### config.mk
export PLATFORM = sky130hd
export DESIGN_NAME = qenc_counter
export DESIGN_NICKNAME = d
export VERILOG_FILES = /design/src/rtl/qenc_pkg.sv /design/src/rtl/qenc_sync.sv /design/src/rtl/qenc_decode.sv /design/src/rtl/qenc_count.sv /design/src/rtl/qenc_counter.sv
export SDC_FILE = /design/constraint.sdc
export NUM_CORES = 1
export LEC_CHECK = 0
export BUFFER_PORTS_ARGS = -buffer_cell sky130_fd_sc_hd__buf_2
export CORE_MARGIN = 4
export CORE_UTILIZATION = 30
export CTS_BUF_LIST = sky130_fd_sc_hd__clkbuf_4 sky130_fd_sc_hd__clkbuf_8
export DETAILED_ROUTE_END_ITERATION = 16
export GPL_ROUTABILITY_DRIVEN = 0
export GPL_TIMING_DRIVEN = 0
export PLACE_DENSITY_LB_ADDON = 0.1
export SETUP_SLACK_MARGIN = 0.1
export SLEW_MARGIN = 20
export SYNTH_ARGS = -nofsm -noshare
export SYNTH_HDL_FRONTEND = slang
export SYNTH_SLANG_ARGS = --single-unit
### constraint.sdc
create_clock -name clk -period 3.9 [get_ports clk]
set_input_delay 0.195 -clock clk [delete_from_list [all_inputs] [get_ports clk]]
set_output_delay 0.195 -clock clk [all_outputs]
set_load 0.05 [all_outputs]
### src/rtl/qenc_pkg.sv
package qenc_pkg;
  typedef enum logic [2:0] {
    MODE_OFF  = 3'd0,
    MODE_ACNT = 3'd1,
    MODE_BCNT = 3'd2,
    MODE_QUAD = 3'd3
  } qmode_e;

  localparam int OFS_CTRL  = 'h00;
  localparam int OFS_MODE  = 'h08;
  localparam int OFS_COUNT = 'h24;
  localparam int OFS_LIMIT = 'h2C;

  localparam int BIT_EN   = 0;
  localparam int BIT_DIR  = 4;
  localparam int BIT_BUFL = 7;
endpackage

### src/rtl/qenc_sync.sv
module qenc_sync #(
  parameter int WIDTH  = 2,
  parameter int STAGES = 2
) (
  input  logic             clk,
  input  logic             rst,
  input  logic [WIDTH-1:0] d,
  output logic [WIDTH-1:0] q
);
  logic [WIDTH-1:0] chain [STAGES];

  always_ff @(posedge clk) begin
    if (rst) chain[0] <= '0;
    else     chain[0] <= d;
  end

  for (genvar s = 1; s < STAGES; s++) begin : g_stage
    always_ff @(posedge clk) begin
      if (rst) chain[s] <= '0;
      else     chain[s] <= chain[s-1];
    end
  end

  assign q = chain[STAGES-1];
endmodule

### src/rtl/qenc_decode.sv
module qenc_decode
  import qenc_pkg::*;
(
  input  logic       clk,
  input  logic       rst,
  input  logic [1:0] ab,     // bit0 = A, bit1 = B, already synchronised
  input  logic [2:0] mode,
  output logic       step,
  output logic       down
);
  logic [1:0] prev;
  logic [1:0] pos_new, pos_old, delta;
  logic       a_rise, b_rise;

  always_ff @(posedge clk) begin
    if (rst) prev <= '0;
    else     prev <= ab;
  end

  assign a_rise  = ab[0] & ~prev[0];
  assign b_rise  = ab[1] & ~prev[1];
  // Gray (A,B) to position: 00->0, A only->1, both->2, B only->3
  assign pos_new = {ab[1], ab[0] ^ ab[1]};
  assign pos_old = {prev[1], prev[0] ^ prev[1]};
  assign delta   = pos_new - pos_old;

  always_comb begin
    step = 1'b0;
    down = 1'b0;
    case (mode)
      MODE_ACNT: begin step = a_rise; down = ab[1]; end
      MODE_BCNT: begin step = b_rise; down = ab[0]; end
      MODE_QUAD: begin
        step = (delta == 2'd1) || (delta == 2'd3);
        down = (delta == 2'd3);
      end
      default: ;
    endcase
  end

  AST_QUAD_NO_DOUBLE: assert property (@(posedge clk) disable iff (rst)
    (mode == MODE_QUAD && ab[0] != prev[0] && ab[1] != prev[1]) |-> !step);
  AST_QUAD_A_LEADS_UP: assert property (@(posedge clk) disable iff (rst)
    (mode == MODE_QUAD && prev == 2'b00 && ab == 2'b01) |-> (step && !down));
  AST_IDLE_MODE_NO_STEP: assert property (@(posedge clk) disable iff (rst)
    (mode == MODE_OFF || mode[2]) |-> !step);
endmodule

### src/rtl/qenc_count.sv
module qenc_count #(
  parameter int CNT_W = 16
) (
  input  logic             clk,
  input  logic             rst,
  input  logic             en,
  input  logic             step,
  input  logic             down,
  input  logic             buf_lim,
  input  logic             cnt_wr,
  input  logic [CNT_W-1:0] cnt_wdata,
  input  logic             lim_wr,
  input  logic [CNT_W-1:0] lim_wdata,
  input  logic             dir_wr,
  input  logic             dir_wdata,
  output logic [CNT_W-1:0] cnt,
  output logic [CNT_W-1:0] lim_shadow,
  output logic             dir,
  output logic             evt
);
  logic [CNT_W-1:0] lim_act;
  logic             move, wrap_up, wrap_dn;

  assign move    = en && step && !cnt_wr;
  assign wrap_up = move && !down && (cnt >= lim_act);
  assign wrap_dn = move && down && (cnt == '0);

  always_ff @(posedge clk) begin
    if (rst) begin
      cnt <= '0;
      evt <= 1'b0;
    end else begin
      evt <= wrap_up || wrap_dn;
      if (cnt_wr)       cnt <= cnt_wdata;
      else if (wrap_up) cnt <= '0;
      else if (wrap_dn) cnt <= lim_shadow;
      else if (move)    cnt <= down ? cnt - 1'b1 : cnt + 1'b1;
    end
  end

  always_ff @(posedge clk) begin
    if (rst) begin
      lim_shadow <= '1;
      lim_act    <= '1;
    end else begin
      if (lim_wr) lim_shadow <= lim_wdata;
      if (lim_wr && !buf_lim)       lim_act <= lim_wdata;
      else if (wrap_up || wrap_dn)  lim_act <= lim_shadow;
    end
  end

  always_ff @(posedge clk) begin
    if (rst)         dir <= 1'b0;
    else if (dir_wr) dir <= dir_wdata;
    else if (move)   dir <= down;
  end

  AST_HOLD_WHEN_OFF: assert property (@(posedge clk) disable iff (rst)
    (!en && !cnt_wr) |=> $stable(cnt));
  AST_EVT_ONE_CYCLE_CAUSE: assert property (@(posedge clk) disable iff (rst)
    evt |-> $past(en && step));
  AST_UP_WRAP_ZERO: assert property (@(posedge clk) disable iff (rst)
    (move && !down && cnt >= lim_act) |=> (cnt == '0 && evt));
  AST_DOWN_WRAP_LIMIT: assert property (@(posedge clk) disable iff (rst)
    (move && down && cnt == '0) |=> (cnt == $past(lim_shadow) && evt));
  AST_BUFFERED_LIMIT_HELD: assert property (@(posedge clk) disable iff (rst)
    (buf_lim && !move) |=> $stable(lim_act));
endmodule

### src/rtl/qenc_counter.sv
module qenc_counter
  import qenc_pkg::*;
#(
  parameter int CNT_W   = 16,
  parameter int DATA_W  = 32,
  parameter int ADDR_W  = 6,
  parameter int SYNC_ST = 2
) (
  input  logic              clk,
  input  logic              rst,
  input  logic              enc_a,
  input  logic              enc_b,
  input  logic              reg_wr,
  input  logic [ADDR_W-1:0] reg_addr,
  input  logic [DATA_W-1:0] reg_wdata,
  output logic [DATA_W-1:0] reg_rdata,
  output logic              update_evt,
  output logic              dir_out
);
  localparam int PAD_W = DATA_W - CNT_W;

  logic [1:0]       ab_sync;
  logic [2:0]       mode_q;
  logic             en_q, buf_q;
  logic             step, down;
  logic [CNT_W-1:0] cnt, lim_shadow;
  logic             dir, evt;
  logic             wr_ctrl, wr_mode, wr_cnt, wr_lim;

  assign wr_ctrl = reg_wr && (reg_addr == ADDR_W'(OFS_CTRL));
  assign wr_mode = reg_wr && (reg_addr == ADDR_W'(OFS_MODE));
  assign wr_cnt  = reg_wr && (reg_addr == ADDR_W'(OFS_COUNT));
  assign wr_lim  = reg_wr && (reg_addr == ADDR_W'(OFS_LIMIT));

  qenc_sync #(.WIDTH(2), .STAGES(SYNC_ST)) u_sync (
    .clk(clk), .rst(rst), .d({enc_b, enc_a}), .q(ab_sync)
  );

  qenc_decode u_dec (
    .clk(clk), .rst(rst), .ab(ab_sync), .mode(mode_q), .step(step), .down(down)
  );

  qenc_count #(.CNT_W(CNT_W)) u_cnt (
    .clk(clk), .rst(rst), .en(en_q), .step(step), .down(down), .buf_lim(buf_q),
    .cnt_wr(wr_cnt), .cnt_wdata(reg_wdata[CNT_W-1:0]),
    .lim_wr(wr_lim), .lim_wdata(reg_wdata[CNT_W-1:0]),
    .dir_wr(wr_ctrl), .dir_wdata(reg_wdata[BIT_DIR]),
    .cnt(cnt), .lim_shadow(lim_shadow), .dir(dir), .evt(evt)
  );

  always_ff @(posedge clk) begin
    if (rst) begin
      en_q   <= 1'b0;
      buf_q  <= 1'b0;
      mode_q <= MODE_OFF;
    end else begin
      if (wr_ctrl) begin
        en_q  <= reg_wdata[BIT_EN];
        buf_q <= reg_wdata[BIT_BUFL];
      end
      if (wr_mode) mode_q <= reg_wdata[2:0];
    end
  end

  always_ff @(posedge clk) begin
    if (rst) reg_rdata <= '0;
    else begin
      reg_rdata <= '0;
      case (reg_addr)
        ADDR_W'(OFS_CTRL): begin
          reg_rdata[BIT_EN]   <= en_q;
          reg_rdata[BIT_DIR]  <= dir;
          reg_rdata[BIT_BUFL] <= buf_q;
        end
        ADDR_W'(OFS_MODE):  reg_rdata[2:0] <= mode_q;
        ADDR_W'(OFS_COUNT): reg_rdata <= {{PAD_W{1'b0}}, cnt};
        ADDR_W'(OFS_LIMIT): reg_rdata <= {{PAD_W{1'b0}}, lim_shadow};
        default: ;
      endcase
    end
  end

  assign update_evt = evt;
  assign dir_out    = dir;

  AST_EVT_SINGLE_PULSE_SLOW: assert property (@(posedge clk) disable iff (rst)
    (update_evt && mode_q != MODE_QUAD) |=> !update_evt);
  AST_DIR_PORT_MATCH: assert property (@(posedge clk) disable iff (rst)
    (en_q && step && !reg_wr) |=> (dir_out == $past(down)));
endmodule

==> results.ini, run 1 <==
[floorplanning]
fp.coreArea_um2=14800
boundaryPins=77
rows=44
fp.dieH_um=132
die_area_um2=17400
die_x_um=132
start_util=0.312

[setup_path]
crit_path_start=u_sync.chain[1][0]$_SDFF_PP0_
crit_arrival_ps=3840
crit_slowest_cell=or4_1
start_kind=flop
path_class=flop to flop
cp_max_fo=10
required_ps=4180
cp_num_buf_inv=1
critPathTopFamily=simple AND/OR/NAND/NOR gates
cpPeakStageDelay_ps=450
cp-end-kind=flop
regToRegStartpoint=u_sync.chain[1][0]$_SDFF_PP0_
crit_path_cell_trace=xnor2_1 -> ha_1 -> nor3_2 -> o21bai_4 -> buf_4 -> xnor2_1 -> ha_1 -> nor2_2 -> nand2_1 -> or4_1 -> mux2i_1 -> xor2_1 -> o211ai_1 -> a211oi_1

[cells_and_area]
num-fill-cells=1586
instances_no_fill=830
diodes=0
layout_common_cells=nor2_1, dfxtp_1, nand2_1, buf_2, mux2i_1
drive_above_1_share=0.150
final_util=0.363
final_nets=704
syn2layout_area_growth_pct=16.4
final_common_cell=nor2_1

[grt]
grt_usage=0.176
grt_max_degree=15
gr-usage-met3=0.0321
grt_pass1_vias=4266
met1_usage=0.225
grt_busiest_layer=met2
use_met2=0.295
grt_first_pass_wirelength_um=23900
grt-ovfl-total=0
antenna_found_initial=0

[power_and_ir_drop]
power_leakage_uw=0.00262
irDropWorstVdd_mv=0.136
sw_frac_of_total=0.266
p_clk_frac=0.423
power_density_nw_per_um2=314
p_switching_uw=448
p_int_uw=1230
seqPwrFrac=0.476
pwr-share-comb=0.101

[placement]
place_hpwl_um=11100
placedCellCount=814
port_buffers=42

[clock_tree]
cts.sinks=77
clockBufferDepth=2
hold_buffers=0
cts_max_level=3
cts_made_buffers=9
cts_root_buf=clkbuf_8
cts_tree=yes
clk-insertion-delay-late_ps=380
clk_pin_slew_ps=90

[yosys]
synth.ff_latch_count=77
ys.flop_type=dfxtp_1
yosysTopAreaCell=dfxtp_1
ys_warn_count=0
syn_inst=573
avgSynthCellArea_um2=8.03
ys_top_cells_by_area=dfxtp_1, mux2i_1, nor2_1
syn-cell-area_um2=4600
synth_edf_count=0
ys_async_sr_fraction=0
synth.top_cell.area_share=0.335
seq_area_frac_synth=0.335
ys_types=61

[sta]
rsz0062_at_grt=no
whs_ps=33.6
final_hold_viol_count=0
finalClockSkew_ps=17.6
fmax_mhz=282
setup-violations-final=0
min_period_over_period=0.911
relSlewSlack=0.412
slew_violations=0
fin_crit_ps=3550
tightest_slew_ps=878

[flow_run]
cap_violations=0

[routing]
via_per_inst=5.06
drtPass1Iterations=4
drc=0
drt_iter0_drc=230
drt-wirelength-per-cell_um=18.4
vias=4196
wirelength_um=15300
drtAntennaViolNets=0

[hold_path]
hold_start=enc_a
hold_path.class=input pin to flop

[run_status]
status=finished, final reports clean

## state kept, by name, indices dropped and copies added (netlist names)
name / flops
buf_q: 1
en_q: 1
mode_q: 3
reg_rdata: 16
u_cnt.cnt: 16
u_cnt.dir: 1
u_cnt.evt: 1
u_cnt.lim_act: 16
u_cnt.lim_shadow: 16
u_dec.prev: 2
u_sync.chain: 4
## kinds of logic after synthesis
family,count (synthesis),synth area share
compound gates,104,0.146
xor+xnor,15,0.0286
fa+ha+maj,20,0.0544
buf+inv,81,0.0876
flops,77,0.335
mux,45,0.0985
other cells,1,0.000815
simple gates,230,0.249
## layout make-up
| cell class | count | area [um2] | area share |
|---|---|---|---|
| timing repair buffer | 43 | 218 | 0.0407 |
| tap | 184 | 230 | 0.0430 |
| sequential | 77 | 1540 | 0.288 |
| multi-input combinational | 430 | 2730 | 0.510 |
| inverter | 24 | 90.1 | 0.0168 |
| buffer | 56 | 313 | 0.0584 |
| clock inverter | 6 | 93.8 | 0.0175 |
| clock buffer | 10 | 138 | 0.0257 |
## metal layers
layer  routed length (um)  part of all wire
met1                 6920              0.45
met2                 7090              0.46
met3                  861             0.056
met4                  391             0.026
met5                    0                 0
## synth_stat cells, types with 2 or more instances
library cell and count:
nor2_1 82, mux2_2 2, o21bai_1 6, buf_6 2, a32oi_1 2, o21ai_1 3
a211oi_1 15, a31oi_1 5, or3_1 4, a22oi_1 5, nand4_1 4, nand2_1 56
or4_1 2, buf_2 6, nand3b_1 17, and3_1 7, o21ai_0 14, a21oi_1 31
buf_1 2, o32ai_1 2, nand3_1 14, or4_4 2, buf_4 16, inv_1 23
o211ai_1 8, nor3_1 11, a22o_1 2, nand2b_1 8, clkbuf_1 30, ha_1 20
and4_1 2, nor4_1 5, xnor2_1 9, nor2b_1 6, xor2_1 6, dfxtp_1 77
mux2i_1 43
## per-stage QoR
step | instance area (um2) | setup slack (ps) | power [uW] | setup TNS (ps)
CTS | 5350 | 133 | 1700 | 0
floorplan | 4660 | 589 | 938 | 0
global placement | 5100 | -34.9 | 986 | -34.9
global route | 5350 | 111 | 1750 | 0
finish | 5350 | 348 | 1680 | 0
detailed placement | 5100 | -157 | 988 | -157
## repair_timing
item / CTS / global route
gates resized for setup: 5 / 2
endpoints found under the setup margin: 1 / 3
setup buffers: 0 / 1
cloned: 0 / 0
pin swaps: 0 / 1
## power by group through the flow
stage | logic (uW) | registers [uW] | clock network [uW]
after global placement | 167 | 819 | 0
after detailed placement | 169 | 819 | 0
after CTS | 170 | 801 | 734
after floorplan | 118 | 820 | 0
after global routing | 185 | 802 | 760
final | 170 | 800 | 711
## final timing paths
check                                  end  slack [ps]  depth (start not counted)
min          u_sync.chain[0][0]$_SDFF_PP0_          30                          2
max reg2reg     u_cnt.cnt[12]$_SDFFE_PP0P_         350                         14
min reg2reg  u_sync.chain[1][1]$_SDFF_PP0_         450                          1
max             u_cnt.cnt[12]$_SDFFE_PP0P_         350                         14
No activity file was read; power rests on OpenSTA's default activity.
==> run 2, diff against run 1 <==
--- a/config.mk
+++ b/config.mk
@@ -6,6 +6,8 @@
 export NUM_CORES = 1
 export LEC_CHECK = 0
 export BUFFER_PORTS_ARGS = -buffer_cell sky130_fd_sc_hd__buf_2
+export CELL_PAD_IN_SITES_DETAIL_PLACEMENT = 1
+export CELL_PAD_IN_SITES_GLOBAL_PLACEMENT = 2
 export CORE_MARGIN = 4
 export CORE_UTILIZATION = 30
 export CTS_BUF_LIST = sky130_fd_sc_hd__clkbuf_4 sky130_fd_sc_hd__clkbuf_8
==> run 2 against run 1 <==
Net effect:
- final cell count is 0.24% lower
- critical path depth stayed put
- clock-buffer cell count is 4 higher
- via count is 1.9% higher
- sequential power hardly changed
- design area is 0.47% lower
- setup slack better by 72 ps
- largest cell class unchanged
- highest routed layer unchanged
==> results.ini, run 2 (synthesis results as in run 1) <==
[clock_tree]
cts_max_level=3
cts_made_buffers=9
clk-insertion-delay-late_ps=370
clk_pin_slew_ps=80
cts_root_buf=clkbuf_8
cts.sinks=77
cts_tree=yes
cts_setup_buffers=0
clockBufferDepth=2

[sta]
fmax_mhz=287
final_hold_viol_count=0
relSlewSlack=0.478
tightest_slew_ps=784
setup-violations-final=0
fin_ws_ps=420
finalClockSkew_ps=11.2
min_period_over_period=0.892
slew_violations=0
fin_crit_ps=3480
rsz0062_at_grt=no

[routing]
wl_met3_um=455
via_per_inst=5.16
drtAntennaViolNets=0
vias=4274
wirelength_um=16000
drtPass1Iterations=4
drt_iter0_drc=235
drc=0
top_layer=met4
met2_length_um=7270
drt-wirelength-per-cell_um=19.4
wl_met1_um=8130

[run_status]
status=finished, final reports clean

[power_and_ir_drop]
power_density_nw_per_um2=301
irDropWorstVdd_mv=0.139
power_leakage_uw=0.00260

[placement]
placedCellCount=814
dp_slack_ps=-195
place_hpwl_um=12800
port_buffers=42

[cells_and_area]
layout_common_cells=nor2_1, dfxtp_1, nand2_1, buf_2, mux2i_1
diodes=0
final_nets=702
instances_no_fill=828
syn2layout_area_growth_pct=15.9
final_common_cell=nor2_1
drive_above_1_share=0.152

[grt]
antenna_found_initial=0
grt_max_degree=13
grt_usage=0.189
grt_pass1_vias=4571
grt_first_pass_wirelength_um=25700
grt-ovfl-total=0

[floorplanning]
boundaryPins=77
die_x_um=132
start_util=0.312
rows=44
fp.coreArea_um2=14800
die_area_um2=17400
fp.dieH_um=132

[setup_path]
cp-end-kind=flop
cp_max_fo=10
required_ps=4190
crit_arrival_ps=3770
start_kind=flop
path_class=flop to flop

[hold_path]
hold_path.class=input pin to flop

[flow_run]
cap_violations=0

run 2: layout make-up:
class | instances | area [um2]
Inverter | 24 | 90.1
Buffer | 55 | 313
Multi-Input combinational cell | 430 | 2740
Sequential cell | 77 | 1540
Clock inverter | 2 | 15.0
Tap cell | 184 | 230
Timing Repair Buffer | 42 | 210
Clock buffer | 14 | 186
Fill cell | 1824 | 9430
run 2: power breakdown:
group | total, uW | switching, uW | internal [uW]
clock | 627 | 318 | 309
combinational | 174 | 115 | 58.9
sequential | 801 | 8.11 | 793
total | 1600 | 442 | 1160
run 2: what timing repair did:
action | in CTS | in global routing
resized for setup | 5 | 6
pin swaps | 0 | 1
setup endpoints to repair | 1 | 4
hold buffers | 0 | 0
run 2: routing by layer:
layer  GRT usage  vias to the layer above
li1            -                     2103
met1       0.264                     2096
met2       0.300                       61
met3      0.0305                       14
met4      0.0607                        0
met5           0                        -
run 2: path summary, 6_finish.rpt:
path	to	slack, ps	cells past startpoint	startpoint
hold / removal	u_sync.chain[0][0]$_SDFF_PP0_	40	2	enc_a
setup / recovery	u_cnt.cnt[12]$_SDFFE_PP0P_	420	14	u_sync.chain[1][1]$_SDFF_PP0_
setup reg to reg	u_cnt.cnt[12]$_SDFFE_PP0P_	420	14	u_sync.chain[1][1]$_SDFF_PP0_
hold reg to reg	u_sync.chain[1][1]$_SDFF_PP0_	440	1	u_sync.chain[0][1]$_SDFF_PP0_
run 2: through the flow:
| step | util | setup TNS, ps | total power (uW) | hold slack (ps) | area [um2] |
|---|---|---|---|---|---|
| 6_report | 0.361 | 0 | 1600 | 43.3 | 5330 |
| 5_1_grt | 0.361 | 0 | 1680 | 39.7 | 5330 |
| 4_1_cts | 0.360 | 0 | 1620 | 28.1 | 5310 |
| 3_5_place_dp | 0.345 | -195 | 991 | 426 | 5100 |
| 3_3_place_gp | 0.345 | -293 | 989 | 410 | 5100 |
| 2_1_floorplan | - | 0 | 938 | 319 | 4660 |
run 2: worst max-delay path, stage by stage (launching register included):
cell and delay, ps:
dfxtp_1 350, xnor2_1 140, ha_1 340, nor3_4 270, o21bai_4 130, buf_6 180
xnor2_1 130, ha_2 270, nor2_2 150, nand2_1 120, or4_1 460, mux2i_2 200
xor2_1 270, o211ai_1 130, a211oi_1 240
==> run 3, diff against run 2 <==
--- a/config.mk
+++ b/config.mk
@@ -5,6 +5,7 @@
 export SDC_FILE = /design/constraint.sdc
 export NUM_CORES = 1
 export LEC_CHECK = 0
+export ABC_AREA = 0
 export BUFFER_PORTS_ARGS = -buffer_cell sky130_fd_sc_hd__buf_2
 export CELL_PAD_IN_SITES_DETAIL_PLACEMENT = 1
 export CELL_PAD_IN_SITES_GLOBAL_PLACEMENT = 2
@@ -14,9 +15,9 @@
 export DETAILED_ROUTE_END_ITERATION = 16
 export GPL_ROUTABILITY_DRIVEN = 0
 export GPL_TIMING_DRIVEN = 0
-export PLACE_DENSITY_LB_ADDON = 0.1
+export PLACE_DENSITY = 0.75
 export SETUP_SLACK_MARGIN = 0.1
-export SLEW_MARGIN = 20
+export SLEW_MARGIN = 40
 export SYNTH_ARGS = -nofsm -noshare
 export SYNTH_HDL_FRONTEND = slang
 export SYNTH_SLANG_ARGS = --single-unit
==> run 3 against run 2 <==
Net effect:
- sequential power barely moved
- utilization rose by 0.17 points
- design area increased by 0.47%
- via count grew 1.1%
- final cell count is 0.12% higher
- flip-flop and latch count is the same
- non-clock buffer count increased by 1
- worst hold slack got worse by 10 ps
- fmax down 2.8%
- die area unchanged
- setup slack got worse by 100 ps
- critical path depth increased by 1
==> results.ini, run 3 (synthesis results as in run 1) <==
[clock_tree]
clockBufferDepth=2
cts_root_buf=clkbuf_8
cts.sinks=77
cts_setup_buffers=0
cts_made_buffers=9
cts_tree=yes
cts_max_level=3
clk_pin_slew_ps=80
clk-insertion-delay-late_ps=380

[power_and_ir_drop]
irDropWorstVdd_mv=0.156
power_leakage_uw=0.00262
p_total_uw=1720
power_density_nw_per_um2=321

[setup_path]
start_kind=flop
path_class=flop to flop
crit_path_cell_trace=xnor2_1 -> ha_1 -> xor2_1 -> nor3_2 -> o21bai_2 -> buf_4 -> xnor2_1 -> ha_2 -> nor2_2 -> nand2_1 -> or4_1 -> mux2i_1 -> xor2_1 -> o211ai_1 -> a211oi_1
crit_slowest_cell=or4_1
cpPeakStageDelay_ps=440
cp-end-kind=flop
crit_path_start=u_sync.chain[1][1]$_SDFF_PP0_
crit_arrival_ps=3860
regToRegStartpoint=u_sync.chain[1][1]$_SDFF_PP0_
cp_max_fo=10
required_ps=4180

[sta]
finalClockSkew_ps=8.65
slew_violations=0
fin_crit_ps=3580
relSlewSlack=0.468
rsz0062_at_grt=no
tightest_slew_ps=798
fmax_mhz=279
min_period_over_period=0.918
final_hold_viol_count=0
setup-violations-final=0
tns_ps=0
fin_ws_ps=320

[routing]
drtPass1Iterations=4
via_per_inst=5.21
drt_iter0_drc=211
vias=4320
drt-wirelength-per-cell_um=19.4
drtAntennaViolNets=0
drc=0
wirelength_um=16100

[grt]
use_met2=0.312
grt_usage=0.185
met1_usage=0.245
gr-usage-met3=0.0248
grt_first_pass_wirelength_um=25100
grt_pass1_vias=4557
antenna_found_initial=0
grt_busiest_layer=met2
grt_max_degree=13
grt-ovfl-total=0

[placement]
port_buffers=42
placedCellCount=814
dp_slack_ps=-139
dpl_cell_area_um2=5100
place_hpwl_um=12400

[run_status]
status=finished, final reports clean

[cells_and_area]
num-fill-cells=1791
instances_no_fill=829
drive_above_1_share=0.150
diodes=0
final_common_cell=nor2_1
seqCellArea_um2=1540
multi_input_area_um2=2730
final_nets=703
layout_common_cells=nor2_1, dfxtp_1, nand2_1, buf_2, mux2i_1
design_area_um2=5350
syn2layout_area_growth_pct=16.4

[floorplanning]
boundaryPins=77
rows=44
fp.dieH_um=132
die_x_um=132
fp.coreArea_um2=14800
die_area_um2=17400
start_util=0.312

[hold_path]
hold_path.class=input pin to flop
hold_start=enc_b

[flow_run]
cap_violations=0

[run 3: what timing repair did]
action | in CTS | in global routing
endpoints found under the setup margin | 1 | 3
resized for setup | 4 | 3
hold buffers | 0 | 0
[run 3: final timing paths]
path                                    to  slack [ps]  cells past startpoint
min          u_sync.chain[0][1]$_SDFF_PP0_          30                      2
max             u_cnt.cnt[12]$_SDFFE_PP0P_         320                     15
max reg2reg     u_cnt.cnt[12]$_SDFFE_PP0P_         320                     15
min reg2reg  u_sync.chain[1][1]$_SDFF_PP0_         440                      1
[run 3: routing by layer]
layer,vias up,share of wire
met1,2119,0.48
met4,0,0.017
met3,17,0.035
met2,93,0.47
li1,2091,-
met5,-,0
[run 3: area by class of cell]
type | count | area share
Buffer | 56 | 0.0584
Multi-Input combinational cell | 430 | 0.509
Sequential cell | 77 | 0.288
Inverter | 24 | 0.0168
Tap cell | 184 | 0.0430
Clock buffer | 13 | 0.0334
Clock inverter | 3 | 0.0122
Timing Repair Buffer | 42 | 0.0393
[run 3: where the power goes]
group | switching (uW) | total [uW] | internal [uW] | leakage [uW]
logic | 115 | 173 | 58.6 | 0.00187
registers | 7.83 | 801 | 793 | 0.000623
clock network | 316 | 746 | 430 | 0.000126
total | 439 | 1720 | 1280 | 0.00262
[run 3: critical path: cells and delay by family (launching register included)]
kind,cells,cell delay (ps)
and+or+nand+nor,4,1030
xor gates and xnor gates,4,640
AOI/OAI and AO/OA,3,520
adders and majority gates,2,480
DFF,1,350
muxes,1,240
buffers and inverters,1,220
[run 3: per-stage QoR]
stage / hold slack [ps] / utilization
floorplan: 319 / -
global placement: 412 / 0.345
detailed placement: 411 / 0.345
CTS: 14.3 / 0.363
global route: 48.5 / 0.363
finish: 32.9 / 0.363
